==> config.mk <==
export PLATFORM = sky130hd
export DESIGN_NAME = spi_fram_slave
export DESIGN_NICKNAME = d
export VERILOG_FILES = /design/src/rtl/spi_mem_pkg.sv /design/src/rtl/spi_pin_sync.sv /design/src/rtl/spi_mem_array.sv /design/src/rtl/spi_fram_slave.sv
export SDC_FILE = /design/constraint.sdc
export NUM_CORES = 1
export LEC_CHECK = 0
export CAP_MARGIN = 0
export CORE_AREA = 2 2 233 235
export CTS_CLUSTER_SIZE = 25
export DETAILED_ROUTE_END_ITERATION = 7
export DIE_AREA = 0 0 235 237
export PLACE_DENSITY = 0.65
export SLEW_MARGIN = 20
export SYNTH_ARGS = -nofsm -noshare
export SYNTH_HDL_FRONTEND = slang
export SYNTH_HIERARCHICAL = 1
export SYNTH_SLANG_ARGS = --single-unit
==> constraint.sdc <==
create_clock -name clk -period 4.16 [get_ports clk]
set_input_delay 0.832 -clock clk [delete_from_list [all_inputs] [get_ports clk]]
set_output_delay 0.832 -clock clk [all_outputs]
set_load 0.01 [all_outputs]
==> src/rtl/spi_mem_pkg.sv <==
package spi_mem_pkg;

    localparam logic [7:0] OP_WEN_SET = 8'h06;
    localparam logic [7:0] OP_WEN_CLR = 8'h04;
    localparam logic [7:0] OP_STAT_RD = 8'h05;
    localparam logic [7:0] OP_STAT_WR = 8'h01;
    localparam logic [7:0] OP_DATA_RD = 8'h03;
    localparam logic [7:0] OP_DATA_WR = 8'h02;

    typedef enum logic [2:0] {
        ST_CMD,
        ST_ADR,
        ST_RDAT,
        ST_WDAT,
        ST_RSTAT,
        ST_WSTAT,
        ST_DONE,
        ST_LOCK
    } slv_state_e;

endpackage

==> src/rtl/spi_pin_sync.sv <==
module spi_pin_sync #(
    parameter int          N       = 3,
    parameter logic [31:0] RST_VAL = 32'h1
) (
    input  logic         clk,
    input  logic         rst_n,
    input  logic [N-1:0] pin_in,
    output logic [N-1:0] pin_s,
    output logic [N-1:0] pin_rise,
    output logic [N-1:0] pin_fall
);

    for (genvar g = 0; g < N; g++) begin : g_pin
        logic [2:0] sh_d, sh_q;

        always_comb begin
            sh_d = {sh_q[1:0], pin_in[g]};
        end

        always_ff @(posedge clk or negedge rst_n) begin
            if (!rst_n) sh_q <= {3{RST_VAL[g]}};
            else        sh_q <= sh_d;
        end

        assign pin_s[g]    = sh_q[1];
        assign pin_rise[g] = sh_q[1] & ~sh_q[2];
        assign pin_fall[g] = ~sh_q[1] & sh_q[2];
    end

endmodule

==> src/rtl/spi_mem_array.sv <==
module spi_mem_array #(
    parameter int DEPTH = 64,
    localparam int IDX_W = $clog2(DEPTH)
) (
    input  logic             clk,
    input  logic             rst_n,
    input  logic             we,
    input  logic [IDX_W-1:0] waddr,
    input  logic [7:0]       wdata,
    input  logic [IDX_W-1:0] raddr,
    output logic [7:0]       rdata
);

    logic [7:0] mem_d [DEPTH];
    logic [7:0] mem_q [DEPTH];

    always_comb begin
        for (int i = 0; i < DEPTH; i++) mem_d[i] = mem_q[i];
        if (we) mem_d[waddr] = wdata;
    end

    always_ff @(posedge clk or negedge rst_n) begin
        if (!rst_n) begin
            for (int i = 0; i < DEPTH; i++) mem_q[i] <= '0;
        end else begin
            for (int i = 0; i < DEPTH; i++) mem_q[i] <= mem_d[i];
        end
    end

    assign rdata = mem_q[raddr];

endmodule

==> src/rtl/spi_fram_slave.sv <==
module spi_fram_slave
    import spi_mem_pkg::*;
#(
    parameter int ADDR_W    = 19,
    parameter int MEM_DEPTH = 64
) (
    input  logic clk,
    input  logic rst_n,
    input  logic spi_sck,
    input  logic spi_cs_n,
    input  logic spi_mosi,
    output logic spi_miso,
    output logic spi_miso_oe
);

    localparam int IDX_W = $clog2(MEM_DEPTH);

    typedef struct packed {
        slv_state_e        state;
        logic [2:0]        bit_cnt;
        logic [6:0]        rx_sh;
        logic [1:0]        adr_cnt;
        logic              is_rd;
        logic [ADDR_W-1:0] addr;
        logic [7:0]        tx_sh;
        logic              tx_load;
        logic              miso;
        logic              oe;
        logic              wel;
        logic [5:0]        stat;
        logic              clr_pend;
    } slv_regs_t;

    slv_regs_t d, q;

    logic [2:0] pin_s, pin_rise, pin_fall;
    logic       cs_hi, sck_rise, sck_fall, mosi_s;

    spi_pin_sync #(.N(3), .RST_VAL(32'h1)) u_sync (
        .clk      (clk),
        .rst_n    (rst_n),
        .pin_in   ({spi_mosi, spi_sck, spi_cs_n}),
        .pin_s    (pin_s),
        .pin_rise (pin_rise),
        .pin_fall (pin_fall)
    );

    assign cs_hi    = pin_s[0];
    assign sck_rise = pin_rise[1];
    assign sck_fall = pin_fall[1];
    assign mosi_s   = pin_s[2];

    logic             mem_we;
    logic [IDX_W-1:0] mem_waddr;
    logic [7:0]       mem_wdata, mem_rdata;

    spi_mem_array #(.DEPTH(MEM_DEPTH)) u_mem (
        .clk   (clk),
        .rst_n (rst_n),
        .we    (mem_we),
        .waddr (mem_waddr),
        .wdata (mem_wdata),
        .raddr (q.addr[IDX_W-1:0]),
        .rdata (mem_rdata)
    );

    logic                rx_take, byte_done;
    logic [7:0]          rx_byte, stat_byte;
    logic [ADDR_W+7:0]   adr_cat;

    always_comb begin
        d         = q;
        mem_we    = 1'b0;
        mem_waddr = q.addr[IDX_W-1:0];
        mem_wdata = '0;
        stat_byte = {q.stat, q.wel, 1'b0};
        rx_take   = sck_rise && (q.state != ST_LOCK) && (q.state != ST_DONE);
        byte_done = rx_take && (q.bit_cnt == 3'd7);
        rx_byte   = {q.rx_sh, mosi_s};
        adr_cat   = {q.addr, rx_byte};

        if (cs_hi) begin
            d.state   = ST_CMD;
            d.bit_cnt = '0;
            d.oe      = 1'b0;
            d.tx_load = 1'b0;
            if (q.clr_pend) begin
                d.wel      = 1'b0;
                d.clr_pend = 1'b0;
            end
        end else begin
            if (rx_take) begin
                d.bit_cnt = q.bit_cnt + 3'd1;
                d.rx_sh   = rx_byte[6:0];
            end
            unique case (q.state)
                ST_CMD: if (byte_done) begin
                    unique case (rx_byte)
                        OP_WEN_SET: begin d.wel = 1'b1; d.state = ST_DONE; end
                        OP_WEN_CLR: begin d.wel = 1'b0; d.state = ST_DONE; end
                        OP_STAT_RD: begin
                            d.state = ST_RSTAT;
                            d.tx_sh = stat_byte;
                            d.oe    = 1'b1;
                        end
                        OP_STAT_WR: begin d.state = ST_WSTAT; d.clr_pend = 1'b1; end
                        OP_DATA_RD: begin d.state = ST_ADR; d.adr_cnt = '0; d.is_rd = 1'b1; end
                        OP_DATA_WR: begin
                            d.state    = ST_ADR;
                            d.adr_cnt  = '0;
                            d.is_rd    = 1'b0;
                            d.clr_pend = 1'b1;
                        end
                        default: d.state = ST_LOCK;
                    endcase
                end
                ST_ADR: if (byte_done) begin
                    d.addr    = adr_cat[ADDR_W-1:0];
                    d.adr_cnt = q.adr_cnt + 2'd1;
                    if (q.adr_cnt == 2'd2) begin
                        d.state   = q.is_rd ? ST_RDAT : ST_WDAT;
                        d.oe      = q.is_rd;
                        d.tx_load = q.is_rd;
                    end
                end
                ST_RDAT: begin
                    if (q.tx_load) begin
                        d.tx_sh   = mem_rdata;
                        d.tx_load = 1'b0;
                    end
                    if (sck_fall) begin
                        d.miso  = q.tx_sh[7];
                        d.tx_sh = {q.tx_sh[6:0], 1'b0};
                        if (q.bit_cnt == 3'd7) begin
                            d.addr    = q.addr + 1'b1;
                            d.tx_load = 1'b1;
                        end
                    end
                end
                ST_RSTAT: if (sck_fall) begin
                    d.miso  = q.tx_sh[7];
                    d.tx_sh = (q.bit_cnt == 3'd7) ? stat_byte : {q.tx_sh[6:0], 1'b0};
                end
                ST_WDAT: if (byte_done) begin
                    mem_we    = q.wel;
                    mem_wdata = rx_byte;
                    d.addr    = q.addr + 1'b1;
                end
                ST_WSTAT: if (byte_done) begin
                    if (q.wel) d.stat = rx_byte[7:2];
                    d.state = ST_DONE;
                end
                default: ;
            endcase
        end
    end

    always_ff @(posedge clk or negedge rst_n) begin
        if (!rst_n) begin
            q       <= '0;
            q.state <= ST_CMD;
        end else begin
            q <= d;
        end
    end

    assign spi_miso    = q.miso;
    assign spi_miso_oe = q.oe;

    AST_LOCK_HOLDS: assert property (@(posedge clk) disable iff (!rst_n)
        (q.state == ST_LOCK && !cs_hi) |=> (q.state == ST_LOCK));
    AST_LOCK_QUIET: assert property (@(posedge clk) disable iff (!rst_n)
        (q.state == ST_LOCK) |-> !spi_miso_oe);
    AST_MISO_ON_FALL: assert property (@(posedge clk) disable iff (!rst_n)
        !sck_fall |=> $stable(spi_miso));
    AST_OE_DESELECT: assert property (@(posedge clk) disable iff (!rst_n)
        cs_hi |=> !spi_miso_oe);
    AST_OE_READ_ONLY: assert property (@(posedge clk) disable iff (!rst_n)
        spi_miso_oe |-> (q.state == ST_RDAT || q.state == ST_RSTAT));
    AST_WEL_DROP: assert property (@(posedge clk) disable iff (!rst_n)
        (cs_hi && q.clr_pend) |=> !q.wel);
    AST_WRITE_GATED: assert property (@(posedge clk) disable iff (!rst_n)
        mem_we |-> (q.wel && q.state == ST_WDAT));
    AST_ADDR_WRAP: assert property (@(posedge clk) disable iff (!rst_n)
        (q.state == ST_WDAT && byte_done && !cs_hi && q.addr == {ADDR_W{1'b1}})
        |=> (q.addr == '0));

endmodule

=== Word level (Yosys, flattened, before mapping) ===
Cells that the tools add are included.

* Bits in writable memories: 0
* Memories: 0
* Latch bits: 0
* Output and inout port bits: 2
* Input bits: 5
* Logic and storage cells: 208
* ROM bits: 0
* Register bits: 573

* Reduce and logical (&&, ||, !) cells: 33
* Muxes and demuxes: 54
* Order comparisons: 2
* Shift operators: 0
* Divide/modulo/power cells: 0
* Multiply operators: 0
* Equality and inequality tests: 30
* Bitwise gates (word level): 6
* Add/subtract/negate cells: 3

{| class="wikitable"
|+ Operator list
! kind !! count
|-
| $bwmux W512 || 1
|-
| $mux W8 || 10
|-
| $mux W19 || 3
|-
| $pmux W19 S3 || 1
|-
| $bmux W8 S6 || 1
|-
| $demux W8 S6 || 1
|-
| $mux W29 || 1
|-
| $eq A8 B3 Y1 const B || 3
|-
| $pmux W8 S3 || 1
|-
| $add A19 B1 Y19 const B || 1
|-
| $eq A8 B2 Y1 const B || 2
|-
| $mux W1 || 16
|-
| $reduce_and A4 Y1 || 4
|-
| $mux W3 || 5
|-
| $reduce_and A5 Y1 || 3
|-
| $reduce_bool A3 Y1 || 5
|-
| $ne A2 B2 Y1 const B || 7
|-
| $reduce_bool A2 Y1 || 7
|-
| $ne A3 B2 Y1 const B || 4
|-
| $pmux W3 S4 || 1
|-
| $reduce_and A6 Y1 || 2
|-
| $mux W10 || 1
|-
| $eq A3 B3 Y1 const B || 3
|-
| $mux W9 || 1
|-
| 26 further kinds || 44
|}

=== Logic depth before layout (Yosys ltp) ===
Gate-level depths: netlist of run 1.

* Depth after elaboration: 9
* Mapped depth: 13
* Gate-level depth less buffers: 9

=== By module ===
Netlist of run 1, hierarchy kept.

{| class="wikitable"
|+ Modules (own cells, without submodules)
! module !! cells an instance !! sequential area each (um^2) !! area each (um^2) !! times used
|-
| spi_mem_array || 1499 || 12812.3 || 23596.4 || 1
|-
| spi_fram_slave || 228 || 1026.0 || 2371.0 || 1
|-
| spi_pin_sync || 18 || 229.0 || 289.0 || 1
|}

=== Least setup slack after synthesis of run 1 ===
OpenSTA, ideal clock, no wires.

* Path type: register -> register
* Start point: register q[48] in the netlist's numbering
* End point: register u_mem/mem_q[448] in the netlist's numbering
* Period minus slack after synthesis: 3123 ps
* Path buffers: 2
* Path slack: 1037 ps
* Setup time: 125 ps
* Arrival time: 2999 ps
* Data required time: 4035 ps
* Stages on the path, launching flop included: 12
* Cell sequence: dfrtp_1 ha_1 ha_1 nand2_1 nor4_1 and2_1 buf_2 nand2_1 nor4_1 and3_1 buf_2 mux2_2

* Elaborated cells between the ends (all ways): 9
* Those cells by class: eq/ne: 1; mux: 7; reduce/logical: 1

{| class="wikitable"
|+ RTL lines
! what !! RTL line !! source
|-
| start, declared || spi_fram_slave.sv:34 || <nowiki>slv_regs_t d, q;</nowiki>
|-
| $eq A3 B3 Y1 || spi_fram_slave.sv:78 || <nowiki>byte_done = rx_take && (q.bit_cnt == 3'd7);</nowiki>
|-
| $logic_and A1 B1 Y1 || spi_fram_slave.sv:78 ||
|-
| $mux W1 || spi_fram_slave.sv:144 || <nowiki>ST_WDAT: if (byte_done) begin</nowiki>
|-
| $mux W1 || spi_fram_slave.sv:96 || <nowiki>unique case (q.state)</nowiki>
|-
| $mux W1 || spi_fram_slave.sv:82 || <nowiki>if (cs_hi) begin</nowiki>
|-
| net mem_we || spi_fram_slave.sv:53 || <nowiki>logic mem_we;</nowiki>
|-
| end, declared || spi_mem_array.sv:15 || <nowiki>logic [7:0] mem_q [DEPTH];</nowiki>
|}

The timed path passes the listed nets, and every way through them passes these cells.
A chain may end at the register's enable or synchronous reset.

=== Final worst setup path of run 1 ===
* Start point: register q (netlist bit adr_cat[8])
* End point: register q[14] in the netlist's numbering

* Word-level cells in the longest chain between the ends: 7

{| class="wikitable"
|+ Ends and longest elaborated chain
! what !! RTL line !! source
|-
| $not A6 Y7 (implied by the code) || spi_mem_array.sv:30 || <nowiki>assign rdata = mem_q[raddr];</nowiki>
|-
| $bmux W8 S6 || spi_mem_array.sv:30 ||
|-
| $mux W8 (implied by the code) (2 in series) || spi_mem_array.sv:30 ||
|-
| net mem_rdata[3] || spi_fram_slave.sv:55 || <nowiki>logic [7:0] mem_wdata, mem_rdata;</nowiki>
|-
| $mux W9 || spi_fram_slave.sv:127 || <nowiki>if (q.tx_load) begin</nowiki>
|-
| $mux W29 || spi_fram_slave.sv:131 || <nowiki>if (sck_fall) begin</nowiki>
|-
| $pmux W8 S3 || spi_fram_slave.sv:96 ||
|}

The timed path passes the listed nets, and every way through them passes these cells. The select of a mux whose other input is x is not followed.

==> impl_metrics.py, run 1 <==
metrics = {
    "clock_network": {
        "post_cts_buffers": 0,
        "clockBufferDepth": 3,
        "htree_levels": 2,
        "post_cts_resize_count": 0,
        "cts_sinks": 560,
        "cts_tree": "yes",
        "insertion_delay_ps": 630,
        "root_buffer": "clkbuf_16",
        "hold_buffers": 0,
        "clk_pin_slew_ps": 60,
        "cts_buffers": 58,
    },
    "route": {
        "wl_per_cell_um": 25.3,
        "ant_nets": 0,
        "via_count": 15100,
        "via_per_inst": 6.09,
        "firstDrtPassIters": 5,
        "wl_um": 62600,
        "drc_errors": 0,
        "drt_iter0_drc": 1027,
    },
    "place": {
        "pre_cts_ws_ps": 559,
        "post-dp-hpwl_um": 39700,
        "globalplace.congestion": 0.818,
        "post_dp_cell_area_sq_um": 27100,
        "dp_cells": 2370,
        "portBuffers": 6,
    },
    "logic_synthesis": {
        "synth_area_sq_um": 26200,
        "ys_warn_count": 6,
        "synth_fp_nets": 1747,
        "syn_area_per_cell_sq_um": 15.1,
        "syn_inst": 1738,
    },
    "sta": {
        "setup_viol": 0,
        "fmaxAchievable_ghz": 0.276,
        "hold_violations": 0,
        "tns_ps": 0,
        "setup_ws_ps": 538,
        "tightest_slew_ps": 915,
        "finalMaxSlewViolations": 0,
        "max_slew_margin_pct": 38.1,
        "fin_crit_ps": 3620,
        "post-route-period-util_pct": 87.1,
        "rsz0062_at_grt": "false",
        "clock_skew_ps": 31.6,
        "timing.hold.ws_ps": 278,
    },
    "global_route": {
        "grt_pass1_wl_um": 98300,
        "grt_max_degree": 109,
        "antenna_found_initial": 0,
        "overflow": 0,
        "grt_use_total_pct": 23.0,
        "grt_pass1_vias": 15800,
    },
    "critical_path": {
        "critPathMaxStageDelay_ps": 730,
        "worstPathMaxFanout": 43,
        "critPathArrivalTime_ps": 4110,
        "r2r-start": "adr_cat[8]$_DFFE_PN0P_",
        "endpoint_kind": "flip-flop",
        "cp_slowest_cell": "dfrtp_4",
        "worstSetupStartpointType": "flip-flop",
        "crit_required_ps": 4650,
        "path_class": "reg -> reg",
        "startpoint": "adr_cat[8]$_DFFE_PN0P_",
        "critical_path.cell_chain": "buf_12 > buf_4 > mux4_2 > mux2i_1 > a21oi_1 > o21ai_1 > o31ai_1 > and2_1 > a221o_1 > mux2_2",
    },
    "final_layout": {
        "fin_util_pct": 54.7,
        "multi_input_area_sq_um": 11500,
        "register_area_sq_um": 14000,
        "syn2layout_area_growth_pct": 11.3,
        "drive_above_1_share_pct": 45.4,
        "final_area_sq_um": 29100,
        "layoutNonFillerInstCount": 2478,
        "fillerInstances": 4234,
        "antenna_cells": 0,
        "nNetsFinal": 1743,
    },
    "pwr": {
        "irDropWorstVdd_mv": 0.320,
        "finalPower_mw": 11.1,
        "leakagePower_nw": 13.7,
        "powerDensity_nw_per_um2": 382,
    },
    "outcome": {
        "status": "finished clean",
    },
    "die": {
        "die_y_um": 237,
        "initial_core_util_pct": 49.1,
        "core-area_sq_um": 53300,
        "dieArea_sq_um": 55700,
        "die-width_um": 235,
        "pin_count": 7,
        "rows": 85,
    },
    "run": {
        "cap_violations": 0,
    },
    "hold_path": {
        "hold_path_class": "in -> async",
    },
}
-- worst paths after layout --
kind	endpoint	slack (ps)	cells after the start
hold reg to reg	u_sync/g_pin[1].sh_q[1]$_DFF_PN0_	350	0
hold / removal	u_mem/mem_q[436]$_DFFE_PN0P_	280	1
setup reg to reg	q[14]$_DFFE_PN0P_	540	10
max in group asynchronous	u_mem/mem_q[413]$_DFFE_PN0P_	2720	2
setup / recovery	q[14]$_DFFE_PN0P_	540	10
min in group clk	u_sync/g_pin[1].sh_q[1]$_DFF_PN0_	350	0
-- power by group --
| part | total (mW) | internal, mW | leakage [nW] | switching [mW] |
|---|---|---|---|---|
| clock | 5.35 | 3.18 | 0.976 | 2.17 |
| combinational | 0.220 | 0.0706 | 4.91 | 0.149 |
| sequential | 5.55 | 5.48 | 7.79 | 0.0668 |
-- per-layer routing --
metal  wire (um)  vias to the layer above  track usage (%)
li1            -                     6475                -
met4        2070                        0             8.46
met2       29500                      368             36.0
met3        3140                      106             3.88
met1       27900                     8137             32.7
met5           0                        -                0
-- final cells by class --
| class | count | share of cell area, % |
|---|---|---|
| clock buffer | 89 | 5.97 |
| tap | 696 | 2.99 |
| clock inverter | 19 | 0.838 |
| inverter | 8 | 0.103 |
| sequential | 560 | 48.2 |
| multi-input combinational | 1038 | 39.5 |
| timing repair buffer | 68 | 2.42 |
-- sequential cells by signal, indices dropped and copies added (netlist names) --
| name | count |
|---|---|
| q | 26 |
| adr_cat | 13 |
| spi_miso_oe | 1 |
| u_sync/g_pin.sh_q | 7 |
| spi_miso | 1 |
| u_mem/mem_q | 512 |
-- cell usage in the layout (no fill, tap or decap), types with 8 or more instances in the layout --
cell type and count:
nor2b_1 17, mux2_2 483, clkbuf_1 14, mux2i_1 32, a211oi_1 8, o31ai_1 10
o21ai_0 13, mux4_2 123, a21oi_1 20, o22ai_1 9, clkinv_2 9, mux4_1 9
nand3_1 9, nor2_2 18, and2_2 8, clkbuf_8 17, inv_1 8, nand2_1 59
dfrtp_1 554, and2_1 8, buf_4 48, clkbuf_16 58, buf_12 14, mux2_1 58
o21ai_1 10, nor2_1 32
-- worst max-delay path: cells and delay by family, from the launching register on --
family / cells / cell delay (ps)
flip-flops: 1 / 730
AO/OA/AOI/OAI: 4 / 790
AND/OR/NAND/NOR: 1 / 170
multiplexers: 3 / 1100
buffers and inverters: 2 / 700
(Power assumes the default switching activity.)
==> run 2, diff against run 1 <==
--- a/config.mk
+++ b/config.mk
@@ -10,6 +10,8 @@
 export CTS_CLUSTER_SIZE = 25
 export DETAILED_ROUTE_END_ITERATION = 7
 export DIE_AREA = 0 0 235 237
+export GPL_TIMING_DRIVEN = 0
+export MAX_ROUTING_LAYER = met4
 export PLACE_DENSITY = 0.65
 export SLEW_MARGIN = 20
 export SYNTH_ARGS = -nofsm -noshare
==> impl_metrics.py, run 2 (synthesis results as in run 1) <==
metrics = {
    "outcome": {
        "status": "finished clean",
    },
    "route": {
        "ant_nets": 0,
        "wl_per_cell_um": 27.7,
        "drc_errors": 0,
        "drt_iter0_drc": 1140,
        "firstDrtPassIters": 5,
        "via_per_inst": 6.11,
        "wl_um": 70600,
        "via_count": 15600,
    },
    "clock_network": {
        "insertion_delay_ps": 630,
        "hold_buffers": 0,
        "clk_pin_slew_ps": 60,
        "post_cts_buffers": 0,
        "clockBufferDepth": 3,
        "htree_levels": 2,
        "cts_tree": "yes",
        "cts_buffers": 58,
        "root_buffer": "clkbuf_16",
        "post_cts_resize_count": 2,
        "cts_sinks": 560,
    },
    "critical_path": {
        "cp_slowest_cell": "dfrtp_1",
        "critPathArrivalTime_ps": 4640,
        "endpoint_kind": "flip-flop",
        "critPathMaxStageDelay_ps": 640,
        "worstPathMaxFanout": 19,
        "path_buf_inv": 4,
        "worstSetupStartpointType": "flip-flop",
        "crit_top_cell": "buf_2",
        "critical_path.cell_chain": "buf_4 > buf_2 > buf_2 > clkbuf_1 > a211oi_1 > o21ai_1 > o31ai_1 > and2_1 > a221o_1 > mux2_2",
        "crit_required_ps": 4660,
        "path_class": "reg -> reg",
        "path_delay_family": "buffers and inverters",
    },
    "sta": {
        "setup_viol": 0,
        "rsz0062_at_grt": "false",
        "fmaxAchievable_ghz": 0.241,
        "max_slew_margin_pct": 20.4,
        "hold_violations": 0,
        "fin_crit_ps": 4140,
        "clock_skew_ps": 25.5,
        "timing.hold.ws_ps": 144,
        "tightest_slew_ps": 1190,
        "finalMaxSlewViolations": 0,
        "post-route-period-util_pct": 99.6,
    },
    "die": {
        "die_y_um": 237,
        "initial_core_util_pct": 49.1,
        "pin_count": 7,
        "rows": 85,
        "core-area_sq_um": 53300,
        "die-width_um": 235,
        "dieArea_sq_um": 55700,
    },
    "final_layout": {
        "drive_above_1_share_pct": 42.5,
        "syn2layout_area_growth_pct": 11.3,
        "nNetsFinal": 1818,
        "layout_common_cells": "dfrtp_1 (558), mux2_2 (483), mux4_2 (123)",
        "largest_reg_flops": 512,
        "fin_util_pct": 54.7,
        "final_area_sq_um": 29100,
        "antenna_cells": 0,
        "fillerInstances": 4230,
        "layout_commonest_cell": "dfrtp_1",
        "top_register": "u_mem/mem_q",
    },
    "pwr": {
        "powerDensity_nw_per_um2": 372,
        "finalPower_mw": 10.8,
        "leakagePower_nw": 13.7,
        "irDropWorstVdd_mv": 0.305,
    },
    "global_route": {
        "grt_max_degree": 96,
        "grt_use_total_pct": 26.7,
        "grt_pass1_wl_um": 107000,
        "overflow": 0,
        "grt_pass1_vias": 16400,
        "antenna_found_initial": 2,
    },
    "place": {
        "globalplace.congestion": 1.02,
        "post_dp_cell_area_sq_um": 27300,
        "post-dp-hpwl_um": 48900,
        "portBuffers": 6,
    },
    "run": {
        "cap_violations": 0,
    },
    "hold_path": {
        "hold_path_class": "in -> async",
    },
}
## run 2: cell types whose count changed in the layout (fill, tap and decap cells not counted), moves of 2 or more
cell / delta
buf_12: -14
dfrtp_4: -3
clkinv_2: +2
and2_1: +8
bufinv_16: -3
dfrtp_1: +4
buf_1: +10
buf_4: -34
buf_6: +8
buf_16: +6
clkbuf_8: -5
buf_2: +31
clkbuf_1: +72
and2_2: -8
## run 2: final cells by class
type                            count  area [sq um]  share of cell area, %
Sequential cell                   560         14000                   48.1
Timing Repair Buffer               12           230                  0.790
Clock inverter                     17           156                  0.537
Clock buffer                       88          1680                   5.78
Multi-Input combinational cell   1038         11500                   39.5
Inverter                            8          30.0                  0.103
Tap cell                          696           871                   2.99
Buffer                            131           643                   2.21
## run 2: layer usage
metal	track usage, %	routed length, um	vias up	share of wire (%)
met3	5.02	4060	133	5.8
met2	41.2	33300	427	47
met5	-	0	-	0
met1	36.0	30900	8396	44
li1	-	-	6630	-
met4	8.40	2270	0	3.2
## run 2: metrics by stage
step | setup slack [ps] | setup TNS [ps] | std cells
3_3_place_gp | -22010 | - | 2440
4_1_cts | 49.3 | 0 | 2551
6_report | 16.5 | 0 | 2550
3_5_place_dp | -469 | -104890 | 2446
5_1_grt | 3.13 | 0 | 2550
2_1_floorplan | 1040 | 0 | 1738
## run 2: worst paths after layout
check / startpoint / to / cells past startpoint / slack (ps)
max: adr_cat[10]$_DFFE_PN0P_ / q[13]$_DFFE_PN0P_ / 10 / 20
min: rst_n / u_mem/mem_q[458]$_DFFE_PN0P_ / 1 / 140
max reg2reg: adr_cat[10]$_DFFE_PN0P_ / q[13]$_DFFE_PN0P_ / 10 / 20
min reg2reg: u_sync/g_pin[1].sh_q[0]$_DFF_PN0_ / u_sync/g_pin[1].sh_q[1]$_DFF_PN0_ / 0 / 360
max in group asynchronous: rst_n / u_mem/mem_q[143]$_DFFE_PN0P_ / 4 / 2370
min in group clk: u_sync/g_pin[1].sh_q[0]$_DFF_PN0_ / u_sync/g_pin[1].sh_q[1]$_DFF_PN0_ / 0 / 360
## run 2: where the power goes
group / switching, mW / internal [mW]
Sequential: 0.0710 / 5.48
Clock: 2.13 / 2.90
Combinational: 0.160 / 0.0760
